<file path="config.mk">
export PLATFORM = sky130hd
export DESIGN_NAME = lcd_mux_driver
export DESIGN_NICKNAME = d
export VERILOG_FILES = /design/src/rtl/lcd_pkg.sv /design/src/rtl/lcd_frame_timer.sv /design/src/rtl/lcd_com_drive.sv /design/src/rtl/lcd_seg_drive.sv /design/src/rtl/lcd_mux_driver.sv
export SDC_FILE = /design/constraint.sdc
export NUM_CORES = 1
export LEC_CHECK = 0
export ABC_AREA = 1
export BUFFER_PORTS_ARGS = -buffer_cell sky130_fd_sc_hd__buf_2
export CORE_ASPECT_RATIO = 1.75
export CORE_MARGIN = 4
export CORE_UTILIZATION = 25
export CTS_CLUSTER_DIAMETER = 30
export DETAILED_ROUTE_END_ITERATION = 6
export PLACE_DENSITY = 0.6
export SLEW_MARGIN = 0
export SYNTH_ARGS = -nofsm -noshare
export SYNTH_HDL_FRONTEND = slang
export SYNTH_SLANG_ARGS = --single-unit
</file>
<file path="constraint.sdc">
create_clock -name clk -period 2.55 [get_ports clk]
set_input_delay 0.51 -clock clk [delete_from_list [all_inputs] [get_ports clk]]
set_output_delay 0.51 -clock clk [all_outputs]
set_load 0.01 [all_outputs]
</file>
<file path="src/rtl/lcd_pkg.sv">
package lcd_pkg;

  typedef logic [1:0] lvl_t;

  localparam lvl_t LV_VSS = 2'b00;
  localparam lvl_t LV_LO  = 2'b01;
  localparam lvl_t LV_HI  = 2'b10;
  localparam lvl_t LV_VDD = 2'b11;

  typedef struct packed {
    logic       bias_third;
    logic       blank;
    logic [1:0] sleep;
    logic [1:0] port_sel;
  } ctrl_t;

  // Backplane level for one common line.
  function automatic lvl_t com_level(input logic sel, input logic pol, input logic third);
    if (sel)        return pol ? LV_VSS : LV_VDD;
    else if (third) return pol ? LV_HI : LV_LO;
    else            return LV_LO;
  endfunction

  // Segment level; half bias keeps segments on the rails.
  function automatic lvl_t seg_level(input logic lit, input logic pol, input logic third);
    if (lit)        return pol ? LV_VDD : LV_VSS;
    else if (third) return pol ? LV_LO : LV_HI;
    else            return pol ? LV_VSS : LV_VDD;
  endfunction

endpackage

</file>
<file path="src/rtl/lcd_frame_timer.sv">
module lcd_frame_timer #(
  parameter int PHASE_TICKS = 128,
  parameter int NUM_COM     = 4,
  localparam int TICK_W     = $clog2(PHASE_TICKS),
  localparam int PHASE_W    = $clog2(NUM_COM)
) (
  input  logic               clk,
  input  logic               rst_n,
  input  logic               tick,
  input  logic               halt,
  output logic [PHASE_W-1:0] phase_o,
  output logic               pol_o
);

  logic [TICK_W-1:0] tick_cnt;

  always_ff @(posedge clk) begin
    if (!rst_n || halt) begin
      tick_cnt <= '0;
      phase_o  <= '0;
      pol_o    <= 1'b0;
    end else if (tick) begin
      if (tick_cnt == TICK_W'(PHASE_TICKS - 1)) begin
        tick_cnt <= '0;
        if (phase_o == PHASE_W'(NUM_COM - 1)) begin
          phase_o <= '0;
          pol_o   <= ~pol_o;
        end else begin
          phase_o <= phase_o + 1'b1;
        end
      end else begin
        tick_cnt <= tick_cnt + 1'b1;
      end
    end
  end

endmodule

</file>
<file path="src/rtl/lcd_com_drive.sv">
module lcd_com_drive
  import lcd_pkg::*;
#(
  parameter int NUM_COM = 4,
  localparam int PHASE_W = $clog2(NUM_COM)
) (
  input  logic [PHASE_W-1:0]   phase,
  input  logic                 pol,
  input  logic                 third,
  input  logic                 sleep,
  output logic [2*NUM_COM-1:0] com_lvl
);

  for (genvar k = 0; k < NUM_COM; k++) begin : g_com
    assign com_lvl[2*k +: 2] = sleep ? LV_VSS
                             : com_level(phase == PHASE_W'(k), pol, third);
  end

endmodule

</file>
<file path="src/rtl/lcd_seg_drive.sv">
module lcd_seg_drive
  import lcd_pkg::*;
#(
  parameter int NUM_COM  = 4,
  parameter int NUM_SEG  = 41,
  parameter int NUM_PORT = 4,
  localparam int PHASE_W  = $clog2(NUM_COM),
  localparam int MEM_BITS = NUM_COM * NUM_SEG
) (
  input  logic [MEM_BITS-1:0]  disp_mem,
  input  logic [PHASE_W-1:0]   phase,
  input  logic                 pol,
  input  logic                 third,
  input  logic                 blank,
  input  logic                 sleep,
  input  logic [NUM_PORT-1:0]  port_en,
  input  logic [NUM_PORT-1:0]  port_dat,
  output logic [2*NUM_SEG-1:0] seg_lvl
);

  for (genvar s = 0; s < NUM_SEG; s++) begin : g_seg
    logic [NUM_COM-1:0] column;
    logic               lit;
    lvl_t               drv;

    assign column = disp_mem[s*NUM_COM +: NUM_COM];
    assign lit    = column[phase] & ~blank;
    assign drv    = sleep ? LV_VSS : seg_level(lit, pol, third);

    if (s < NUM_PORT) begin : g_port
      assign seg_lvl[2*s +: 2] = port_en[s] ? {2{port_dat[s]}} : drv;
    end else begin : g_plain
      assign seg_lvl[2*s +: 2] = drv;
    end
  end

endmodule

</file>
<file path="src/rtl/lcd_mux_driver.sv">
module lcd_mux_driver
  import lcd_pkg::*;
#(
  parameter int NUM_COM     = 4,
  parameter int NUM_SEG     = 41,
  parameter int NUM_PORT    = 4,
  parameter int PHASE_TICKS = 128,
  localparam int MEM_BITS   = NUM_COM * NUM_SEG,
  localparam int PHASE_W    = $clog2(NUM_COM),
  localparam int PORT_CW    = $clog2(NUM_PORT + 1)
) (
  input  logic                 clk,
  input  logic                 rst_n,
  input  logic                 osc_en,
  input  logic                 ctrl_load,
  input  logic                 ctrl_bias_third,
  input  logic                 ctrl_blank,
  input  logic [1:0]           ctrl_sleep,
  input  logic [1:0]           ctrl_port_sel,
  input  logic [NUM_PORT-1:0]  ctrl_port_data,
  input  logic [MEM_BITS-1:0]  disp_mem,
  output logic [2*NUM_COM-1:0] com_lvl,
  output logic [2*NUM_SEG-1:0] seg_lvl
);

  ctrl_t               ctrl_q;
  logic [NUM_PORT-1:0] port_q;
  logic                sleep_q;
  logic [PORT_CW-1:0]  port_cnt;
  logic [NUM_PORT-1:0] port_en;
  logic [PHASE_W-1:0]  phase_q;
  logic                pol_q;

  always_ff @(posedge clk) begin
    if (!rst_n) begin
      ctrl_q <= '0;
      port_q <= '0;
    end else if (ctrl_load) begin
      ctrl_q <= '{bias_third: ctrl_bias_third, blank: ctrl_blank,
                  sleep: ctrl_sleep, port_sel: ctrl_port_sel};
      port_q <= ctrl_port_data;
    end
  end

  assign sleep_q = |ctrl_q.sleep;

  always_comb begin
    unique case (ctrl_q.port_sel)
      2'd0:    port_cnt = '0;
      2'd1:    port_cnt = PORT_CW'(1);
      2'd2:    port_cnt = PORT_CW'(2);
      default: port_cnt = PORT_CW'(NUM_PORT);
    endcase
  end

  for (genvar i = 0; i < NUM_PORT; i++) begin : g_pen
    assign port_en[i] = PORT_CW'(i) < port_cnt;
  end

  lcd_frame_timer #(
    .PHASE_TICKS(PHASE_TICKS),
    .NUM_COM    (NUM_COM)
  ) u_timer (
    .clk    (clk),
    .rst_n  (rst_n),
    .tick   (osc_en),
    .halt   (sleep_q),
    .phase_o(phase_q),
    .pol_o  (pol_q)
  );

  lcd_com_drive #(
    .NUM_COM(NUM_COM)
  ) u_com (
    .phase  (phase_q),
    .pol    (pol_q),
    .third  (ctrl_q.bias_third),
    .sleep  (sleep_q),
    .com_lvl(com_lvl)
  );

  lcd_seg_drive #(
    .NUM_COM (NUM_COM),
    .NUM_SEG (NUM_SEG),
    .NUM_PORT(NUM_PORT)
  ) u_seg (
    .disp_mem(disp_mem),
    .phase   (phase_q),
    .pol     (pol_q),
    .third   (ctrl_q.bias_third),
    .blank   (ctrl_q.blank),
    .sleep   (sleep_q),
    .port_en (port_en),
    .port_dat(port_q),
    .seg_lvl (seg_lvl)
  );

endmodule

</file>
# After elaboration in Yosys (flattened, before gate mapping)
# Index checks and enable logic that the tools add are counted.
totals:
  wordCells: 256
  in_bits: 178
  memories: 0
  reg_bits: 20
  mem_bits_ro: 0
  latchBits: 0
  ram_bits: 0
  output_inout_bits: 90
op_classes:
  div_mod_pow: 0
  reduce_logical: 7
  n_addsub: 2
  bitwise: 43
  eq_ne: 6
  order_cmp: 5
  mul: 0
  n_mux: 185
  shifts: 0
ops:
  columns: ["cell", "n"]
  rows:
  - ["2-bit two-way mux", 101]
  - ["1-bit binary-select mux with 2-bit select", 41]
  - ["1-bit AND", 41]
  - ["1-bit two-way mux", 41]
  - ["3-bit case mux with 3 select lines", 1]
  - ["7-bit by 1-bit adder with 7-bit output (second input constant)", 1]
  - ["7-bit equality test (second input constant)", 1]
  - ["7-bit two-way mux", 1]
  - ["2-bit equality test (second input constant)", 3]
  - ["1-bit by 3-bit < comparator with 1-bit output (first input constant)", 2]
  - ["2-bit by 3-bit < comparator with 1-bit output (first input constant)", 2]
  - ["2-bit by 1-bit equality test with 1-bit output (second input constant)", 2]
  - ["2-bit zero test", 2]
  - ["2-bit by 3-bit < comparator with 1-bit output (second input constant)", 1]
  - ["3-bit AND reduction", 1]
  - ["2-bit by 1-bit adder with 2-bit output (second input constant)", 1]
  - ["1-bit inverter", 2]
  - ["2-bit AND reduction", 1]
  - ["2-bit OR reduction", 1]
  - ["1-bit zero test", 1]
  - ["1-bit logical OR", 1]

# Longest topological paths before layout
# Gate-level depths: netlist (run 1).
logic_depth:
  word_depth: 6
  ltp_mapped: 11
  mapped_depth_nobuf: 8

# Hierarchy
# A second synthesis (run 1) with hierarchy kept.
unflattened:
  cells_unflattened: 830
  area_unflattened_um2: 3916.3
modules_own_cells:
  columns: ["module", "seq_area_each_um2", "instances", "area_each_um2", "cells_per_inst"]
  rows:
  - ["lcd_seg_drive", 0.0, 1, 2852.7, 665]
  - ["lcd_frame_timer", 200.2, 1, 509.2, 67]
  - ["lcd_mux_driver", 200.2, 1, 435.4, 68]
  - ["lcd_com_drive", 0.0, 1, 118.9, 30]

# Worst setup path before layout (run 1)
# OpenSTA, ideal clock, no wires.
synth_timing:
  path_type: "register -> output"
  start: "register u_timer.pol_o"
  end: "output seg_lvl[20]"
  required_time_ns: 2.040
  n_path_buf: 3
  path_stages_with_launch: 9
  setup_slack_ns: 0.208
  arrival_ns: 1.832
  cell_sequence: "dfxtp_1 > inv_1 > buf_2 > buf_1 > ha_1 > inv_2 > clkbuf_1 > a21oi_1 > nor2_1"
synth_via:
  elab_chain_len: 4
  word_cells_on_any_way: 6
  classes_between: "6 x mux"
synth_rtl:
  columns: ["element", "line_no", "rtl"]
  rows:
  - ["from (decl)", "lcd_frame_timer.sv:12", "output logic pol_o"]
  - ["from (signal assigned)", "lcd_frame_timer.sv:27", "pol_o <= ~pol_o;"]
  - ["2-bit two-way mux, on equally long branches", "lcd_pkg.sv:28, lcd_pkg.sv:27", null]
  - ["2-bit two-way mux", "lcd_pkg.sv:27", "else if (third) return pol ? LV_LO : LV_HI;"]
  - ["2-bit two-way mux *", "lcd_pkg.sv:26", "if (lit) return pol ? LV_VDD : LV_VSS;"]
  - ["2-bit two-way mux *", "lcd_seg_drive.sv:28", "assign drv = sleep ? LV_VSS : seg_level(lit, pol, third);"]
  - ["to (decl)", "lcd_mux_driver.sv:23", "output logic [2*NUM_SEG-1:0] seg_lvl"]
# Every way passes the cells marked *; elsewhere a longest branch is shown, timed or not.

# Final worst setup path (run 1)
layout_timing:
  start: "register u_timer.phase_o[0]"
  end: "output seg_lvl[81]"
layout_via:
  elab_chain_len: 5
layout_rtl:
  columns: ["element", "line_no", "rtl"]
  rows:
  - ["from (decl)", "lcd_frame_timer.sv:11", "output logic [PHASE_W-1:0] phase_o,"]
  - ["from (signal assigned)", "lcd_frame_timer.sv:29", "phase_o <= phase_o + 1'b1;"]
  - ["1-bit binary-select mux with 2-bit select", "lcd_seg_drive.sv:27", "assign lit = column[phase] & ~blank;"]
  - ["1-bit two-way mux (not written as such)", "lcd_seg_drive.sv:27", null]
  - ["1-bit AND", "lcd_seg_drive.sv:27", null]
  - ["2-bit two-way mux", "lcd_pkg.sv:26", null]
  - ["2-bit two-way mux", "lcd_seg_drive.sv:28", null]
# Every way passes these cells. The select of a mux whose other input is x is not followed.

==> metrics, run 1 <==
WHS Endpoint ctrl_q[1]; endpoints failing setup 0; CTS buffer count 3; most frequent cells in the layout buf_2, nor2_1, nand2_1, a21oi_1, inv_1; 1st-iter DRT viols around 220; I/O Pins about 270; Min-Delay Path Depth 3; Area Growth Syn to Fin 43.9%; DRT Wirelength around 17000 microns; routed vias between 5000 and 6000; Setup crit end kind output port; Starting Density 25.3%; die width ~100 microns; clk sink count 20; Hold Path Class input pin to flop; final hold viol count 0; die height approximately 170 microns; Critical Path RT between 2 and 2.5 ns; Final TNS setup 0 ns; DP Cell Count 1204; first-pass GRT wire length ~25000 microns; Synth Flop Type dfxtp_1; arrival time at the worst endpoint 1.88 ns; Worst R2R Setup Slack about 0.94 ns; reg2reg start ctrl_q[2]; Clk Latency, worst-skew pair 0.25 ns; Max stage delay on crit path between 0.3 and 0.4 ns; worst r2r path cells 5; Avg Cell Area, Syn around 4.7 sq um; root buf cell clkbuf_16; CP Max Fanout around 80; grt ovf 0; Final ANT Viol Nets 0; Layout Skew 0.00390 ns; non-filler cells, final ~1200; FFs w/ async S/R, synth 0%; critical path startpoint category flop; number of flops mapped to enable cells by yosys 0; nets 1213; Max Fclk around 0.42 GHz; hold_buf cts 0; H-Tree Depth 1; gp weighted congestion 0.888; most common cell after layout, fill and taps aside buf_2; Max Cap Violations 0; Crit-path slowest cell dfxtp_4; post-route cell area approximately 5400 sq um; core box area between 10000 and 15000 sq um; P_leak roughly 3.2 nW; Rows 59; initial antenna violation count 0; TritonCTS clock tree done; post-synthesis sequential area ratio 10.7%; clk buf depth 2; DRC 0; drt first pass iters 5; Power Density roughly 300 nW/um^2; min Tclk post-route 2.39 ns; Pins Over Slew Limit 0; Area after DPL between 5000 and 6000 sq um; largest net degree at the start of global routing 82; VDD IR max ~0.34 mV; Via-to-Cell Ratio 4.70; yosys warns 0; RR Endpoint u_timer.phase_o[1]; layout cells sized above 1 about 29%; critical path type flop to output port; Seq cells post-synth 20; status finished, final reports clean; syn nets slightly below 1000; start point of the worst hold path ctrl_port_sel[1]; Post-Synthesis Cell Area 3760 sq um; Slew @ Worst Pin 0.540 ns; dpl hpwl 13200 microns; RSZ-0062 raised after global routing no; Clock transition at path regs ~0.06 ns; Power, Total approximately 0.0016 W; Synth cell types 20; final period utilization 93.9%; DR WL/cell about 14 microns; Multi-input gate area around 2800 sq um; Rel. slew slack around 64%; crit-path cells buf_12, o21ai_0, o21ai_1, nand3_1, nand2_1, nor2_1, buf_2; vias in the first global route 5064; area of the die 17100 sq um; Fillers approximately 1700; GRT Overall Usage between 10% and 20%; Post-Syn Instances approximately 800; port bufs about 270; Reg area 408 sq um
[critical path: cells and delay by family, from the launching register on]
kind / cells / cell delay, ns
and+or+nand+nor: 3 / 0.29
buffers and inverters: 2 / 0.41
AOI/OAI and AO/OA: 2 / 0.51
DFF: 1 / 0.37
[repair_timing]
action                                 4_1_cts  5_1_grt
endpoints found under the hold margin        0        0
setup buffers                                0        0
setup endpoints to repair                    0       43
resized for setup                            0        5
[power breakdown]
part	internal [W]	switching, W	leakage, nW
Combinational	0.000347	0.000500	2.97
Clock	0.000311	0.000123	0.0511
Sequential	0.000323	0.00000905	0.166
[per-layer routing]
| metal | GRT usage (%) | share of wire, % |
|---|---|---|
| met1 | 18.9 | 36 |
| met2 | 35.2 | 54 |
| met3 | 2.42 | 6.7 |
| met4 | 5.69 | 3.2 |
| met5 | 0 | 0 |
[cell type report]
cell class                 count  area share (%)
antenna                        1          0.0463
clock buffer                   3            1.39
clock inverter                 1           0.556
inverter                      77            5.44
multi-input combinational    640            52.0
sequential                    20            7.55
tap                          183            4.24
timing repair buffer         284            28.8
[synth_stat cells, types with 2 or more instances]
| cell type | number | area (sq um) |
|---|---|---|
| a21oi_1 | 91 | 455 |
| inv_2 | 3 | 11.3 |
| buf_1 | 7 | 26.3 |
| clkbuf_1 | 32 | 120 |
| nand3_1 | 59 | 295 |
| nand4_1 | 2 | 12.5 |
| ha_1 | 9 | 113 |
| o21ai_0 | 55 | 275 |
| dfxtp_1 | 20 | 400 |
| nand2_1 | 171 | 642 |
| buf_2 | 13 | 65.1 |
| inv_1 | 74 | 278 |
| o21ai_1 | 37 | 185 |
| buf_6 | 4 | 45.0 |
| nor2_1 | 212 | 796 |
[state kept, by name, indices dropped and copies added, names as in the netlist]
name	flops
port_q	4
u_timer.pol_o	1
u_timer.tick_cnt	7
ctrl_q	6
u_timer.phase_o	2
[per-stage QoR]
stage	hold WS [ns]	worst slack [ns]	utilization, %
6_report	0.481	0.155	36.4
5_1_grt	0.503	0.0236	36.4
4_1_cts	0.478	0.0460	36.3
3_5_place_dp	0.473	0.332	35.6
3_3_place_gp	0.466	0.326	35.6
2_1_floorplan	0.446	0.208	-
[cell families (layout without fill, tap and decap cells)]
group / count (synthesis) / in the layout / synth area share, %
and+or+nand+nor: 446 / 446 / 46.8
AOI/OAI and AO/OA: 183 / 183 / 24.4
buffers and inverters: 134 / 365 / 14.7
DFF: 20 / 20 / 10.7
adders and majority gates: 9 / 9 / 3.00
xor gates and xnor gates: 2 / 2 / 0.466
other: 0 / 1 / 0
[how the worst max path moves through the flow]
stage / start / end / cells after the start
after floorplan: u_timer.pol_o / seg_lvl[20] / 8
after global placement: u_timer.phase_o[1] / seg_lvl[20] / 7
after global routing: u_timer.phase_o[0] / com_lvl[1] / 7
final: u_timer.phase_o[0] / seg_lvl[81] / 7
after CTS: u_timer.phase_o[1] / seg_lvl[20] / 7
after detailed placement: u_timer.phase_o[1] / seg_lvl[20] / 7
Power figures use the tool's default switching activity.
==> run 2: changes to the inputs <==
==> constraint.sdc (replaced) <==
create_clock -name clk -period 2.55 [get_ports clk]
set_input_delay 0.3825 -clock clk [delete_from_list [all_inputs] [get_ports clk]]
set_output_delay 0.3825 -clock clk [all_outputs]
set_load 0.01 [all_outputs]
==> metrics, run 2 (same netlist as run 1, synthesis figures left out) <==
CTS buffer count 3; DP Cell Count 1201; DRC 0; largest reg by FF count u_timer.tick_cnt; Max stage delay on crit path 0.39 ns; Power, Total roughly 0.0015 W; endpoints failing setup 0; clk buf depth 2; first-pass GRT wire length approximately 25000 microns; grt ovf 0; GRT Overall Usage around 18%; status finished, final reports clean; vias in the first global route approximately 5000; TritonCTS clock tree done; most frequent cells in the layout buf_2, nor2_1, nand2_1, a21oi_1, inv_1; Clock transition at path regs ~0.06 ns; Max Fclk about 0.43 GHz; P_leak roughly 3.2 nW; Layout Skew just over 0.002 ns; gp weighted congestion 0.892; arrival time at the worst endpoint 1.96 ns; Largest register FFs 7; port bufs approximately 270; Pins Over Slew Limit 0; Via-to-Cell Ratio between 4 and 5; I/O Pins roughly 270; nets around 1200; drt first pass iters 4; CP Max Fanout 15; Rows approximately 60; Critical Path RT between 2 and 2.5 ns; worst hold margin 0.356 ns; RSZ-0062 raised after global routing no; most common cell after layout, fill and taps aside buf_2; Power Density about 290 nW/um^2; Final ANT Viol Nets 0; critical path startpoint category flop; Final TNS setup 0 ns; Rel. slew slack 51.8%; Hold Path Class input pin to flop; final worst slack around 0.20 ns; crit-path cells inv_2, ha_1, inv_2, buf_6, a21oi_1, nor2_1, buf_2; die width 101 microns; critical path type flop to output port; Slew @ Worst Pin approximately 0.72 ns; die height 170 microns; core box area between 10000 and 15000 sq um; Clk Latency, worst-skew pair between 0.2 and 0.3 ns; DRT Wirelength approximately 16000 microns; VDD IR max roughly 0.33 mV; DR WL/cell between 10 and 15 microns; H-Tree Depth 1; Setup crit end kind output port; root buf cell clkbuf_16; Ant. Diodes 0; CP most frequent cell inv_2; layout cells sized above 1 ~29%; Area Growth Syn to Fin 42.4%; 1st-iter DRT viols around 210; initial antenna violation count 0; top flop regs u_timer.tick_cnt: 7 flops, ctrl_q: 6 flops, port_q: 4 flops; Max Cap Violations 0; clk sink count 20; dpl hpwl ~13000 microns; routed vias between 5000 and 6000; largest net degree at the start of global routing around 120; DP Worst Slack 0.351 ns; Worst R2R Setup Slack 0.98 ns; final hold viol count 0; non-filler cells, final 1205; Starting Density 25.3%; area of the die between 15000 and 20000 sq um; Fillers roughly 1800; Crit-path slowest cell ha_1; final period utilization 92.0%; min Tclk post-route about 2.3 ns
## run 2: cell types whose count changed in the layout (fill, tap and decap cells not counted), sizes merged
cell / previous run / this run
inv: 75 / 76
clkbuf: 3 / 4
clkinv: 2 / 1
buf: 284 / 281
diode: 1 / 0
bufinv: 1 / 0
## run 2: worst paths after layout
path,start,endpoint,cells past startpoint
worst min register to register,u_timer.tick_cnt[1],u_timer.tick_cnt[1],2
worst max-delay path,u_timer.pol_o,seg_lvl[44],7
worst max register to register,u_timer.tick_cnt[1],u_timer.tick_cnt[5],8
worst min-delay path,ctrl_port_data[1],port_q[1],3
## run 2: per-layer routing
| layer | share of wire (%) | up-vias | track usage, % |
|---|---|---|---|
| met1 | 37 | 2477 | 18.8 |
| met3 | 6.4 | 34 | 2.71 |
| li1 | - | 2962 | - |
| met4 | 2.7 | 0 | 5.16 |
| met2 | 54 | 192 | 34.3 |
| met5 | 0 | - | 0 |
## run 2: cell type report
class                   instances  area, sq um  share of cell area [%]
multi-input cells             640         2810                    52.6
repair buffers                281         1520                    28.4
flip-flops and latches         20          405                    7.58
inverters                      77          290                    5.43
well taps                     183          229                    4.28
clock buffers                   4         88.8                    1.66
## run 2: repair_timing
action	in CTS	in global routing
endpoints found under the hold margin	0	0
setup buffers	0	0
endpoints found under the setup margin	0	3
hold buffers	0	0
gates resized for setup	0	2
## run 2: power by group
part           switching (W)  internal [W]  total, W
Clock               0.000117      0.000239  0.000356
Combinational       0.000497      0.000347  0.000844
Sequential        0.00000868      0.000324  0.000333
## run 2: per-stage QoR
step                      util (%)  area [sq um]
after floorplan                  -          3760
after global placement        35.4          5250
after detailed placement      35.4          5250
after CTS                     36.0          5340
after global routing          36.0          5350
final                         36.0          5350
## run 2: critical path: cells and delay by family, from the launching register on
kind / cells / cell delay (ns)
adder cells (fa/ha/maj): 1 / 0.39
AO/OA/AOI/OAI: 1 / 0.05
buffers and inverters: 4 / 0.72
flip-flops: 1 / 0.38
AND/OR/NAND/NOR: 1 / 0.17
==> run 3: changes to the inputs <==
==> constraint.sdc (replaced) <==
create_clock -name clk -period 2.55 [get_ports clk]
set_input_delay 0.1275 -clock clk [delete_from_list [all_inputs] [get_ports clk]]
set_output_delay 0.1275 -clock clk [all_outputs]
set_load 0.01 [all_outputs]
==> metrics, run 3 (same netlist as run 1, synthesis figures left out) <==
status finished, final reports clean; root buf cell clkbuf_16; GRT Overall Usage 18.8%; arrival time at the worst endpoint between 2 and 2.5 ns; vias in the first global route about 5300; clk buf depth 2; gp weighted congestion roughly 0.91; drt first pass iters 7; Setup crit end kind output port; DR WL/cell ~14 microns; Max Cap Violations 0; I/O Pins 268; Largest register FFs 7; Layout Skew around 0.0016 ns; Reg area 405 sq um; Critical Path RT 2.42 ns; Via-to-Cell Ratio 4.76; Area Growth Syn to Fin 41.0%; clk sink count 20; layout cells sized above 1 between 20% and 30%; CTS buffer count 3; min Tclk post-route 2.29 ns; H-Tree Depth 1; CP Buf/Inv Count 3; TritonCTS clock tree done; Final ANT Viol Nets 0; most common cell after layout, fill and taps aside buf_2; Hold Path Class input pin to flop; largest reg by FF count u_timer.tick_cnt; DP Cell Count 1198; combinational fraction of design power 55.7%; Max Fclk approximately 0.44 GHz; Rows 59; Min-Delay Path Depth 3; crit-path cells inv_2, ha_1, nor2_1, inv_2, a21oi_1, nor2_1, buf_2; dpl hpwl 13400 microns; Starting Density between 20% and 30%; initial antenna violation count 1; 1st-iter DRT viols around 300; Pins Over Slew Limit 0; Multi-input gate area around 2800 sq um; Final Util a little over a third; CP Max Fanout 37; Crit-path slowest cell inv_2; top flop regs u_timer.tick_cnt: 7 flops, ctrl_q: 6 flops, port_q: 4 flops; Max stage delay on crit path around 0.40 ns; delay-heaviest family, CP buffers and inverters; first-pass GRT wire length about 26000 microns; Fillers approximately 1700; setup bufs post-CTS 0; Seq pwr share roughly 22%; Clock transition at path regs 0.05 ns; Slew @ Worst Pin roughly 0.81 ns; final hold viol count 0; critical path depth in cells 7; VDD IR max 0.395 mV; port bufs around 270; Power Density between 200 and 300 nW/um^2; critical path startpoint category flop; most frequent cells in the layout buf_2, nor2_1, nand2_1, a21oi_1, inv_1; Post-CTS Resized 0; Int Pwr 0.000878 W; nets 1207; core box area approximately 15000 sq um; worst r2r path cells 8; area of the die 17100 sq um; non-filler cells, final roughly 1200; P_leak 3.14 nW; Net Sw Frac slightly above 40%; final period utilization 89.9%; Final TNS setup 0 ns; DRT Wirelength between 15000 and 20000 microns; DRC 0; sw power around 0.00062 W; Rel. slew slack 45.7%; largest net degree at the start of global routing between 70 and 80; die width 101 microns; Clk Latency, worst-skew pair 0.25 ns; routed vias 5725; die height about 170 microns; Clk pwr share 22.1%; RSZ-0062 raised after global routing no; Worst R2R Setup Slack 0.95 ns; endpoints failing setup 0; critical path type flop to output port; hold_buf cts 0; grt ovf 0
run 3: power by group through the flow:
stage	Combinational (W)	Sequential, W	Clock [W]
2_1_floorplan	0.000441	0.000338	0
3_3_place_gp	0.000835	0.000340	0
3_5_place_dp	0.000834	0.000340	0
4_1_cts	0.000837	0.000333	0.000340
5_1_grt	0.000935	0.000335	0.000353
6_report	0.000837	0.000333	0.000332
run 3: cell type report:
type	instances	share of cell area [%]
multi-input combinational	640	53.0
timing repair buffer	278	28.0
sequential	20	7.65
inverter	77	5.48
tap	183	4.32
clock buffer	4	1.49
antenna	1	0.0472
run 3: metal layers:
metal  GRT usage, %  up-vias  share of wire (%)
li1               -     2961                  -
met1           20.8     2497                 37
met2           36.8      236                 55
met3           1.64       31                5.8
met4           5.28        0                2.2
met5              0        -                  0
run 3: path summary, 6_finish.rpt:
path                       startpoint                  end
hold reg to reg   u_timer.tick_cnt[1]  u_timer.tick_cnt[1]
hold / removal          ctrl_sleep[1]            ctrl_q[3]
setup / recovery        u_timer.pol_o          seg_lvl[39]
setup reg to reg  u_timer.tick_cnt[1]   u_timer.phase_o[0]
run 3: through the flow:
stage          cell area [sq um]  setup WS (ns)  hold slack [ns]  total power, W
2_1_floorplan               3760          0.590            0.262        0.000779
3_3_place_gp                5220          0.544            0.351         0.00117
3_5_place_dp                5220          0.551            0.355         0.00117
4_1_cts                     5300          0.265           0.0919         0.00151
6_report                    5300          0.258           0.0937         0.00150
5_1_grt                     5300         0.0233            0.114         0.00162
run 3: worst reg2reg max path, cell delays in order (launching register included):
cell     delay [ns]
dfxtp_1        0.35
ha_1           0.18
nand2_1        0.09
nor2_1         0.17
nand2_1        0.10
nor2_1         0.30
inv_1          0.13
a21oi_1        0.13
nor2_1         0.04
